File: config.mk
export PLATFORM = sky130hd
export DESIGN_NAME = pin_regif
export DESIGN_NICKNAME = d
export VERILOG_FILES = /design/src/rtl/pin_regif_pkg.sv /design/src/rtl/pin_bus_merge.sv /design/src/rtl/pin_cfg_regs.sv /design/src/rtl/pin_accum.sv /design/src/rtl/pin_read_mux.sv /design/src/rtl/pin_regif.sv
export SDC_FILE = /design/constraint.sdc
export NUM_CORES = 1
export LEC_CHECK = 0
export BUFFER_PORTS_ARGS = -buffer_cell sky130_fd_sc_hd__buf_2
export CAP_MARGIN = 25
export CELL_PAD_IN_SITES_DETAIL_PLACEMENT = 1
export CELL_PAD_IN_SITES_GLOBAL_PLACEMENT = 1
export CORE_UTILIZATION = 45
export CTS_CLUSTER_SIZE = 28
export DETAILED_ROUTE_END_ITERATION = 10
export GPL_ROUTABILITY_DRIVEN = 0
export GPL_TIMING_DRIVEN = 1
export PLACE_DENSITY_LB_ADDON = 0.1
export SLEW_MARGIN = 20
export SYNTH_ARGS = -nofsm -noshare
export SYNTH_HDL_FRONTEND = slang
export SYNTH_SLANG_ARGS = --single-unit
File: constraint.sdc
create_clock -name clk -period 4.15 [get_ports clk]
set_input_delay 0.83 -clock clk [delete_from_list [all_inputs] [get_ports clk]]
set_output_delay 0.83 -clock clk [all_outputs]
set_load 0.02 [all_outputs]
File: src/rtl/pin_regif_pkg.sv
package pin_regif_pkg;
  typedef enum logic [1:0] {
    SEL_NONE = 2'b00,
    SEL_MODE = 2'b01,
    SEL_X    = 2'b10,
    SEL_Y    = 2'b11
  } sel_e;

  typedef enum logic [1:0] {
    SRC_ACC  = 2'b00,
    SRC_X    = 2'b01,
    SRC_Y    = 2'b10,
    SRC_MODE = 2'b11
  } src_e;

  localparam int SEL_W        = 2;
  localparam int FLAG_SEL_BIT = 0;
  localparam int SRC_LSB      = 1;
endpackage

File: src/rtl/pin_bus_merge.sv
module pin_bus_merge #(
  parameter int NUM_CORES = 4,
  parameter int WORD_W    = 34
) (
  input  logic                        clk,
  input  logic                        rst,
  input  logic [NUM_CORES*WORD_W-1:0] bus_i,
  output logic [WORD_W-1:0]           word_q
);
  logic [WORD_W-1:0] partial [NUM_CORES+1];

  assign partial[0] = '0;
  for (genvar g = 0; g < NUM_CORES; g++) begin : g_or
    assign partial[g+1] = partial[g] | bus_i[g*WORD_W +: WORD_W];
  end

  always_ff @(posedge clk) begin
    if (rst) word_q <= '0;
    else     word_q <= partial[NUM_CORES];
  end
endmodule

File: src/rtl/pin_cfg_regs.sv
module pin_cfg_regs
  import pin_regif_pkg::*;
#(
  parameter int DATA_W = 32
) (
  input  logic                    clk,
  input  logic                    rst,
  input  logic [DATA_W+SEL_W-1:0] word_i,
  output logic [DATA_W-1:0]       mode_q,
  output logic [DATA_W-1:0]       x_q,
  output logic [DATA_W-1:0]       y_q,
  output logic                    ack_o
);
  sel_e              sel;
  logic [DATA_W-1:0] data;

  assign sel   = sel_e'(word_i[DATA_W +: SEL_W]);
  assign data  = word_i[DATA_W-1:0];
  assign ack_o = (sel == SEL_NONE) && (data != '0);

  always_ff @(posedge clk) begin
    if (rst) begin
      mode_q <= '0;
      x_q    <= '0;
      y_q    <= '0;
    end else begin
      case (sel)
        SEL_MODE: mode_q <= data;
        SEL_X:    x_q    <= data;
        SEL_Y:    y_q    <= data;
        default:  ;
      endcase
    end
  end
endmodule

File: src/rtl/pin_accum.sv
module pin_accum #(
  parameter int DATA_W = 32
) (
  input  logic              clk,
  input  logic              rst,
  input  logic              en_i,
  input  logic [DATA_W-1:0] step_i,
  input  logic              ack_i,
  output logic [DATA_W-1:0] acc_q,
  output logic              ready_q,
  output logic              wrap_o
);
  logic [DATA_W:0] sum;

  assign sum    = {1'b0, acc_q} + {1'b0, step_i};
  assign wrap_o = en_i & sum[DATA_W];

  always_ff @(posedge clk) begin
    if (rst || !en_i) begin
      acc_q   <= '0;
      ready_q <= 1'b0;
    end else begin
      acc_q <= sum[DATA_W-1:0];
      if (wrap_o)     ready_q <= 1'b1;
      else if (ack_i) ready_q <= 1'b0;
    end
  end
endmodule

File: src/rtl/pin_read_mux.sv
module pin_read_mux
  import pin_regif_pkg::*;
#(
  parameter int DATA_W = 32
) (
  input  logic              clk,
  input  logic              rst,
  input  logic [DATA_W-1:0] mode_i,
  input  logic [DATA_W-1:0] acc_i,
  input  logic [DATA_W-1:0] x_i,
  input  logic [DATA_W-1:0] y_i,
  input  logic              ready_i,
  output logic [DATA_W-1:0] result_q,
  output logic              flag_q
);
  src_e              src;
  logic [DATA_W-1:0] pick;

  assign src = src_e'(mode_i[SRC_LSB +: 2]);

  always_comb begin
    case (src)
      SRC_ACC: pick = acc_i;
      SRC_X:   pick = x_i;
      SRC_Y:   pick = y_i;
      default: pick = mode_i;
    endcase
  end

  always_ff @(posedge clk) begin
    if (rst) begin
      result_q <= '0;
      flag_q   <= 1'b0;
    end else begin
      result_q <= pick;
      flag_q   <= mode_i[FLAG_SEL_BIT] ? ready_i : pick[DATA_W-1];
    end
  end
endmodule

File: src/rtl/pin_regif.sv
module pin_regif
  import pin_regif_pkg::*;
#(
  parameter int NUM_CORES = 4,
  parameter int DATA_W    = 32
) (
  input  logic                                 clk,
  input  logic                                 rst,
  input  logic                                 pin_en_i,
  input  logic [NUM_CORES*(DATA_W+SEL_W)-1:0] wr_bus_i,
  output logic [DATA_W-1:0]                    rd_result_o,
  output logic                                 rd_flag_o
);
  localparam int WORD_W = DATA_W + SEL_W;

  logic [WORD_W-1:0] merged_q;
  logic [DATA_W-1:0] mode_q, x_q, y_q, acc_q;
  logic              ack, ready_q, wrap;

  pin_bus_merge #(.NUM_CORES(NUM_CORES), .WORD_W(WORD_W)) u_merge (
    .clk(clk), .rst(rst), .bus_i(wr_bus_i), .word_q(merged_q)
  );

  pin_cfg_regs #(.DATA_W(DATA_W)) u_cfg (
    .clk(clk), .rst(rst), .word_i(merged_q),
    .mode_q(mode_q), .x_q(x_q), .y_q(y_q), .ack_o(ack)
  );

  pin_accum #(.DATA_W(DATA_W)) u_acc (
    .clk(clk), .rst(rst), .en_i(pin_en_i), .step_i(x_q), .ack_i(ack),
    .acc_q(acc_q), .ready_q(ready_q), .wrap_o(wrap)
  );

  pin_read_mux #(.DATA_W(DATA_W)) u_mux (
    .clk(clk), .rst(rst), .mode_i(mode_q), .acc_i(acc_q), .x_i(x_q),
    .y_i(y_q), .ready_i(ready_q), .result_q(rd_result_o), .flag_q(rd_flag_o)
  );
endmodule

# Word-level counts from Yosys, hierarchy flattened
# Index checks and enable logic that the tools add are counted.
[word_totals]
in_bits = 139
ff_bits = 196
elab_cells = 29
out_inout_bits = 33
[classes]
reduce_logical = 7
n_addsub = 1
muxes = 4
n_eq_ne = 5
bitwise_logic = 4
[op_table]
columns = ["op", "n"]
rows = [
  ["$or 34x34->34", 3],
  ["$pmux 32 s3", 1],
  ["$add 32x32->33", 1],
  ["$reduce_bool 32->1", 1],
  ["$eq 2x2->1 const B", 3],
  ["$eq 2x1->1 const B", 2],
  ["$logic_not 2->1", 2],
  ["$mux 1", 3],
  ["$reduce_bool 2->1", 1],
  ["$and 1x1->1", 1],
  ["$logic_and 1x1->1", 1],
  ["$logic_not 1->1", 1],
  ["$logic_or 1x1->1", 1],
]

# Depth between registers and ports, before layout
# Gate-level depths: netlist (run 1).
[logic_depth]
ltp_word = 4
ltp_mapped = 9
depth_no_buf = 9

# Cells and area by module
# From an unflattened synthesis (run 1), not the netlist that was laid out.
[hier_totals]
hier_cells = 989
area_unflattened_um2 = 8944.8
[by_module_without_submodules]
columns = ["module", "n_inst", "cells_each", "area_per_inst_um2"]
rows = [
  ["pin_cfg_regs", 1, 434, 3497.1],
  ["pin_accum", 1, 332, 2665.1],
  ["pin_read_mux", 1, 117, 1705.4],
  ["pin_bus_merge", 1, 106, 1077.3],
]

# Worst setup path after synthesis (run 1)
# OpenSTA, ideal clock, no wires.
[synth_path]
path_type = "flip-flop to flip-flop"
startpoint = "reg u_acc.acc_q[0]"
endpoint = "reg u_acc.acc_q[28]"
period_less_slack_ns = 2.104
stages_incl_launch_ff = 10
setup_slack_ns = 2.046
arrival_ns = 2.033
path_cell_list = "dfxtp_1 ha_1 fa_1 a21oi_1 o211a_1 o211ai_1 or2_1 and2_4 o21ai_2 mux2i_1"
[synth_between]
elab_chain_cells = 1
[synth_rtl]
columns = ["element", "line", "rtl"]
rows = [
  ["start, declared", "pin_accum.sv:9", "output logic [DATA_W-1:0] acc_q,"],
  ["start signal, assigned", "pin_accum.sv:23", "acc_q <= sum[DATA_W-1:0];"],
  ["$add 32x32->33", "pin_accum.sv:15", "assign sum = {1'b0, acc_q} + {1'b0, step_i};"],
]
# Every way passes these cells.
# A chain may end at the register's enable or synchronous reset.

# Worst setup path in the final report (run 1)
[layout_path]
startpoint = "reg u_cfg.x_q[0]"
endpoint = "reg u_acc.acc_q[16]"
[layout_between]
elab_chain_cells = 1
[layout_rtl]
columns = ["element", "line", "rtl"]
rows = [
  ["start, declared", "pin_cfg_regs.sv:10", "output logic [DATA_W-1:0] x_q,"],
  ["start signal, assigned", "pin_cfg_regs.sv:29", "SEL_X: x_q <= data;"],
  ["$add 32x32->33", "pin_accum.sv:15", ""],
]
# Every way passes these cells.

==> run summary, run 1 <==
Boundary pin count = 172
Distinct cells, synth = 63
Via-per-instance ratio = 5.48
First-pass GRT wire length = 41400 um
Grt total ovfl = 0
HP Class = flop to flop
Tmin final = 2410 ps
Worst setup margin = 1740 ps
Status = finished clean
Worst Path Arrival = 2710 ps
Ys async rst share = 0
Clock insertion delay at the later pin of the skew report = 440 ps
Clock slew at reported path FFs = 70 ps
Max VDD drop = 0.218 mV
Mapped Cells = 983
Register share of total power = 0.487
Pin count of the biggest net entering global routing = 66
Ys flop type = dfxtp_1
Place WS = 1620 ps
Clock buffer count from CTS = 17
Max Buffers Root-to-Sink = 2
Simple-Gate Fraction of Synth Area = 0.218
Worst path max stage delay = 530 ps
Synth Cell Area = 0.00870 mm^2
Setup bufs post-CTS = 0
Post-synthesis mux area share = 0.0848
CP startpoint kind = flop
Sw frac = 0.259
Initial antenna violation count = 0
Die Area = 0.0199 mm^2
Critical path class = flop to flop
Post-synth EDFFs = 0
CP cell instances = ha_1 -> fa_1 -> a21oi_1 -> o211a_1 -> o211ai_1 -> a21boi_1 -> a31oi_1 -> xor2_1 -> nor2_1
WP data required = 4450 ps
CTS tree = done
CP Buf/Inv Count = 0
Router iterations before antenna repair = 4
Nets = 1294
GRT Total Usage = 0.268
DRT antenna net count = 0
H-tree levels = 4
Final slew viol count = 0
Final hold vios = 0
Total negative slack = 0 ps
Syn Area/Cell = 8.85 um^2
Via count = 7648
Initial drt markers = 387
CORE AREA = 0.0188 mm^2
Starting Density = 0.462
Die height = 141 um
Leak = 4.21 nW
Cell Rows = 50
I/O Buffers = 171
Combinational family with the most area after synthesis = simple AND/OR/NAND/NOR gates
Combinational Power Share = 0.091
Achievable frequency = 415 MHz
Number of global-route vias before repair = 8064
Clk Tree Root Cell = clkbuf_16
Synth Area in Adders = 0.0483
Post-CTS Hold Buffers = 0
Xor/xnor share of the synthesized area = 0.0211
Clock sink count = 196
Post-synthesis compound-gate area fraction = 0.146
Final Skew = 14.0 ps
Family with the most delay on the worst path = compound AO/OA/AOI/OAI gates
PwrDens = 406 mW/mm^2
Cell Int Power = 3.11 mW
Die Width = 141 um
NetSw = 1.09 mW
Post_cts resized = 0
Sequential element share of the synthesized area = 0.451
Final setup fails = 0
Post-synthesis sequential element count = 196
Slew headroom = 0.335
Syn_nets = 1155
RSZ-0062 raised after global routing = false
Clock power frac = 0.422
Layout cells sized above 1 = 0.232
HPWL after detailed placement = 17800 um
# diodes = 0
Wire per inst = 18.3 um
Synth warnings = 0
P&R area growth vs syn = 18.9%
Pin slew with the least headroom to its limit = 996 ps
# DRC = 0
Final Cycle Share = 0.581
R2R setup slack = 1740 ps
CP max FO = 6
Slowest cell on the critical path = a21boi_1
Drt total wl = 25500 um
# Max-Cap Violations = 0
Endpoint type of the worst setup path = flop
==> power groups by stage <==
stage / Combinational [mW] / Clock (mW) / Sequential [mW]
global placement: 0.369 / 0 / 2.08
floorplan: 0.240 / 0 / 2.06
detailed placement: 0.382 / 0 / 2.09
finish: 0.384 / 1.77 / 2.04
global route: 0.425 / 1.87 / 2.05
CTS: 0.388 / 1.79 / 2.04
==> stage by stage <==
stage          hold WS [ps]  cell area (um^2)  utilization  cells  total power, mW
2_1_floorplan           433              8700            -    983             2.30
3_3_place_gp            440              9710        0.516   1363             2.45
3_5_place_dp            446              9710        0.516   1363             2.47
4_1_cts                 455             10300        0.549   1395             4.22
5_1_grt                 475             10300        0.549   1395             4.35
6_report                456             10300        0.549   1395             4.20
==> kinds of logic after synthesis <==
family / count (synthesis)
compound gates: 212
xor+xnor: 21
fa+ha+maj: 33
buf+inv: 67
flops: 196
mux: 36
simple gates: 418
==> synth_stat cells, types with 10 or more instances <==
library cell | number | area share
nor2_1 | 69 | 0.030
o21a_1 | 12 | 0.010
xor2_1 | 13 | 0.013
nor2b_1 | 34 | 0.024
nand2_1 | 219 | 0.094
ha_1 | 32 | 0.046
o21ai_0 | 17 | 0.0098
mux4_2 | 30 | 0.078
clkbuf_1 | 45 | 0.019
nand3_1 | 12 | 0.0069
dfxtp_1 | 196 | 0.45
nor4_1 | 44 | 0.032
a21oi_1 | 135 | 0.078
inv_1 | 10 | 0.0043
==> routing by layer <==
layer | up-vias | track usage | routed length (um)
met3 | 28 | 0.0401 | 936
met5 | - | 0 | 0
met4 | 0 | 0.0795 | 441
met2 | 194 | 0.462 | 12400
met1 | 3732 | 0.347 | 11700
li1 | 3694 | - | -
==> path summary, 6_finish.rpt <==
| path | start | to | cells after the start |
|---|---|---|---|
| setup reg to reg | u_cfg.x_q[0] | u_acc.acc_q[16] | 9 |
| hold / removal | u_cfg.y_q[25] | u_cfg.y_q[25] | 2 |
| setup / recovery | u_cfg.x_q[0] | u_acc.acc_q[16] | 9 |
| hold reg to reg | u_cfg.y_q[25] | u_cfg.y_q[25] | 2 |
==> state kept, by name (all words and copies together), names as in the netlist <==
signal          count
u_cfg.mode_q       32
u_acc.ready_q       1
u_cfg.y_q          32
u_mux.flag_q        1
u_acc.acc_q        32
u_cfg.x_q          32
u_merge.word_q     34
u_mux.result_q     32
==> worst reg2reg max path: stages (launching register included) <==
cell and delay [ps]:
dfxtp_1 350, ha_1 190, fa_1 240, a21oi_1 100
o211a_1 240, o211ai_1 220, a21boi_1 530, a31oi_1 180
xor2_1 160, nor2_1 50
==> placed cells by master (no fill, tap or decap), drive strengths merged, types with 5 or more instances in the layout <==
master | Yosys | routed
a21o | 6 | 6
nor2b | 35 | 35
nor3 | 6 | 6
nand2b | 8 | 8
nand4 | 7 | 7
nand3 | 12 | 12
nand2 | 221 | 221
o21a | 12 | 12
mux4 | 30 | 30
xor2 | 13 | 13
inv | 10 | 15
ha | 32 | 32
clkbuf | 46 | 18
a21oi | 137 | 137
nor2 | 69 | 69
dfxtp | 196 | 196
o21ai | 23 | 23
nor4 | 44 | 44
buf | 11 | 177
xnor2 | 8 | 8
o21bai | 5 | 5
and2 | 6 | 6
==> cell type report <==
type | count | area, um^2
Clock buffer | 18 | 439
Clock inverter | 14 | 190
Fill cell | 2215 | 8490
Inverter | 10 | 37.5
Multi-Input combinational cell | 720 | 4520
Sequential cell | 196 | 3930
Tap cell | 260 | 325
Timing Repair Buffer | 177 | 903
No activity file was read; power rests on OpenSTA's default activity.
==> run 2: changes to the inputs <==
--- a/config.mk
+++ b/config.mk
@@ -9,7 +9,7 @@
 export CAP_MARGIN = 25
 export CELL_PAD_IN_SITES_DETAIL_PLACEMENT = 1
 export CELL_PAD_IN_SITES_GLOBAL_PLACEMENT = 1
-export CORE_UTILIZATION = 45
+export CORE_UTILIZATION = 37
 export CTS_CLUSTER_SIZE = 28
 export DETAILED_ROUTE_END_ITERATION = 10
 export GPL_ROUTABILITY_DRIVEN = 0
==> constraint.sdc (replaced) <==
create_clock -name clk -period 2 [get_ports clk]
set_input_delay 0.4 -clock clk [delete_from_list [all_inputs] [get_ports clk]]
set_output_delay 0.4 -clock clk [all_outputs]
set_load 0.02 [all_outputs]
==> run 2 against run 1 <==
  * The flow now finishes with violations (negative setup slack)
  * Non-clock buffer count up 108
  * Global-route usage down 3.5 points
  * Die area up 21%
  * Final cell count up 12%
  * Flip-flop and latch count unchanged
  * Core utilization down 3.4 points
  * Combinational power rose to 2.6 times the previous value
  * Via count up 5.5%
  * First-iteration DRC count down 11%
  * Register-to-register slack worse by 2000 ps
  * Final area up 14%
  * Highest routed layer unchanged
==> run summary, run 2 (same netlist as run 1, synthesis figures left out) <==
Clock sink count = 196 (unchanged)
# DRC = 0 (unchanged)
DRT antenna net count = 0 (unchanged)
Final slew viol count = 0 (unchanged)
CP max FO = 4 (-2)
Slowest cell on the critical path = dfxtp_2
Leak = 4.80 nW (+14%)
Worst path max stage delay = 340 ps (-190 ps)
Clock slew at reported path FFs = 80 ps (about the same)
HPWL after detailed placement = 18500 um (+4.0%)
Register share of total power = 0.480 (-0.007)
Tmin final = 2240 ps (-169 ps)
Reg with most FFs = u_merge.word_q
Final cell area excluding filler cells = 0.0118 mm^2 (+14%)
Failing checks = negative setup slack
Status = finished, violations left
Router iterations before antenna repair = 6 (+2)
Worst hold slack = 158 ps (-298 ps)
Pin count of the biggest net entering global routing = 111 (+68%)
GRT Total Usage = 0.233 (-0.0348)
NetSw = 2.43 mW (+120%)
Post-Place Cells = 1513 (+11%)
Die Area = 0.0241 mm^2 (+21%)
CORE AREA = 0.0228 mm^2 (+21%)
Family with the most delay on the worst path = compound AO/OA/AOI/OAI gates
Wire per inst = 17.7 um (-2.8%)
Final setup fails = 15 (+15)
PwrDens = 748 mW/mm^2 (+84%)
Worst Path Arrival = 2610 ps (-100 ps)
Combinational Power Share = 0.113 (+0.022)
Final Power = 8.82 mW (+110%)
Clock buffer count from CTS = 17 (unchanged)
Initial antenna violation count = 0 (unchanged)
Total negative slack = -1930 ps (-1930 ps)
Final hold vios = 0 (unchanged)
RSZ-0062 raised after global routing = true
Max Buffers Root-to-Sink = 2 (unchanged)
Initial drt markers = 345 (-11%)
Die Width = 155 um (+10%)
Grt total ovfl = 0 (unchanged)
# Max-Cap Violations = 0 (unchanged)
Final Skew = 12.7 ps (-1.28 ps)
Number of flip-flops under the largest register name = 34 (unchanged)
Layout Cells excl Fill = 1556 (+12%)
Final Cycle Share = 1.12 (+0.540)
Post-CTS Hold Buffers = 0 (unchanged)
Layout cells sized above 1 = 0.370 (+0.138)
Die height = 155 um (+10%)
Pin slew with the least headroom to its limit = 576 ps (-420 ps)
Critical path class = flop to flop
Cell Rows = 55 (+10%)
P&R area growth vs syn = 35.4%
Clk Tree Root Cell = clkbuf_16
CP startpoint kind = flop
Endpoint type of the worst setup path = flop
Via count = 8066 (+5.5%)
Drt total wl = 27600 um (+8.4%)
Fin util = 0.516 (-0.0336)
# diodes = 0 (unchanged)
Commonest non-fill, non-tap cell in the layout = nand2_1
WP data required = 2370 ps (-2080 ps)
Via-per-instance ratio = 5.18 (-5.4%)
Clock insertion delay at the later pin of the skew report = 440 ps (about the same)
HP Class = input pin to flop
First-pass GRT wire length = 43800 um (+5.7%)
CP Buf/Inv Count = 0 (unchanged)
Area post-placement = 0.0106 mm^2 (+8.7%)
Number of global-route vias before repair = 8459 (+4.9%)
Clock power frac = 0.407 (-0.015)
Max VDD drop = 0.360 mV (+65%)
Cell Int Power = 6.39 mW (+110%)
Place WS = -217 ps (-1840 ps)
CP cell instances = ha_4 -> fa_2 -> a21oi_2 -> o211a_1 -> o211ai_1 -> or2_1 -> and2_4 -> o21ai_2 -> mux2i_1
Starting Density = 0.381 (-0.0812)
Boundary pin count = 172 (unchanged)
CTS tree = done
I/O Buffers = 171 (unchanged)
Achievable frequency = 446 MHz (+7.5%)
Worst setup margin = -241 ps (-1980 ps)
Sw frac = 0.276 (+0.0168)
Slew headroom = 0.616 (+0.281)
H-tree levels = 4 (unchanged)
Most frequent cells in the layout = 218 x nand2_1, 170 x buf_2, 167 x dfxtp_1
Nets = 1402 (+8.3%)
==> run 2: cell types whose count changed in the layout (fill, tap and decap cells not counted), moves of 4 or more <==
cell	change
a21oi_1	-12
o21ai_0	-5
ha_4	+18
dfxtp_1	-28
dfxtp_2	+26
buf_4	+101
buf_6	+4
o21ai_2	+4
ha_1	-18
a21oi_2	+11
==> run 2: path summary, 6_finish.rpt <==
| path | start | end | slack [ps] | cells past startpoint |
|---|---|---|---|---|
| max | u_cfg.x_q[0] | u_acc.acc_q[28] | -240 | 9 |
| min | wr_bus_i[128] | u_merge.word_q[26] | 160 | 3 |
| max reg2reg | u_cfg.x_q[0] | u_acc.acc_q[28] | -240 | 9 |
| min reg2reg | u_cfg.mode_q[18] | u_cfg.mode_q[18] | 450 | 2 |
==> run 2: what timing repair did <==
action                                  in CTS  in global routing
endpoints found under the setup margin      18                 24
pin swaps                                   32                 24
setup buffers                                7                  7
resized for setup                           61                 48
==> run 2: per-layer routing <==
metal / global-route usage / routed length, um / vias up
met5: 0 / 0 / -
met4: 0.0523 / 303 / 0
met3: 0.0326 / 868 / 24
met2: 0.402 / 13600 / 190
met1: 0.309 / 12800 / 3937
li1: - / - / 3915
==> run 2: cell type report <==
type	instances	area [um^2]
multi-input cells	720	5010
clock inverters	14	176
clock buffers	18	439
fillers	2693	11100
flip-flops and latches	196	3970
well taps	313	392
repair buffers	285	1770
inverters	10	37.5
==> run 2: power by group through the flow <==
| stage | registers [mW] | clock network (mW) | logic [mW] |
|---|---|---|---|
| finish | 4.23 | 3.59 | 0.992 |
| global route | 4.26 | 3.83 | 1.09 |
| CTS | 4.23 | 3.66 | 0.968 |
| detailed placement | 4.31 | 0 | 0.932 |
| global placement | 4.30 | 0 | 0.907 |
| floorplan | 4.27 | 0 | 0.501 |
==> run 2: worst min-delay path, stage by stage <==
cell and delay (ps):
buf_2 70, nor4_1 30, nor2_1 60
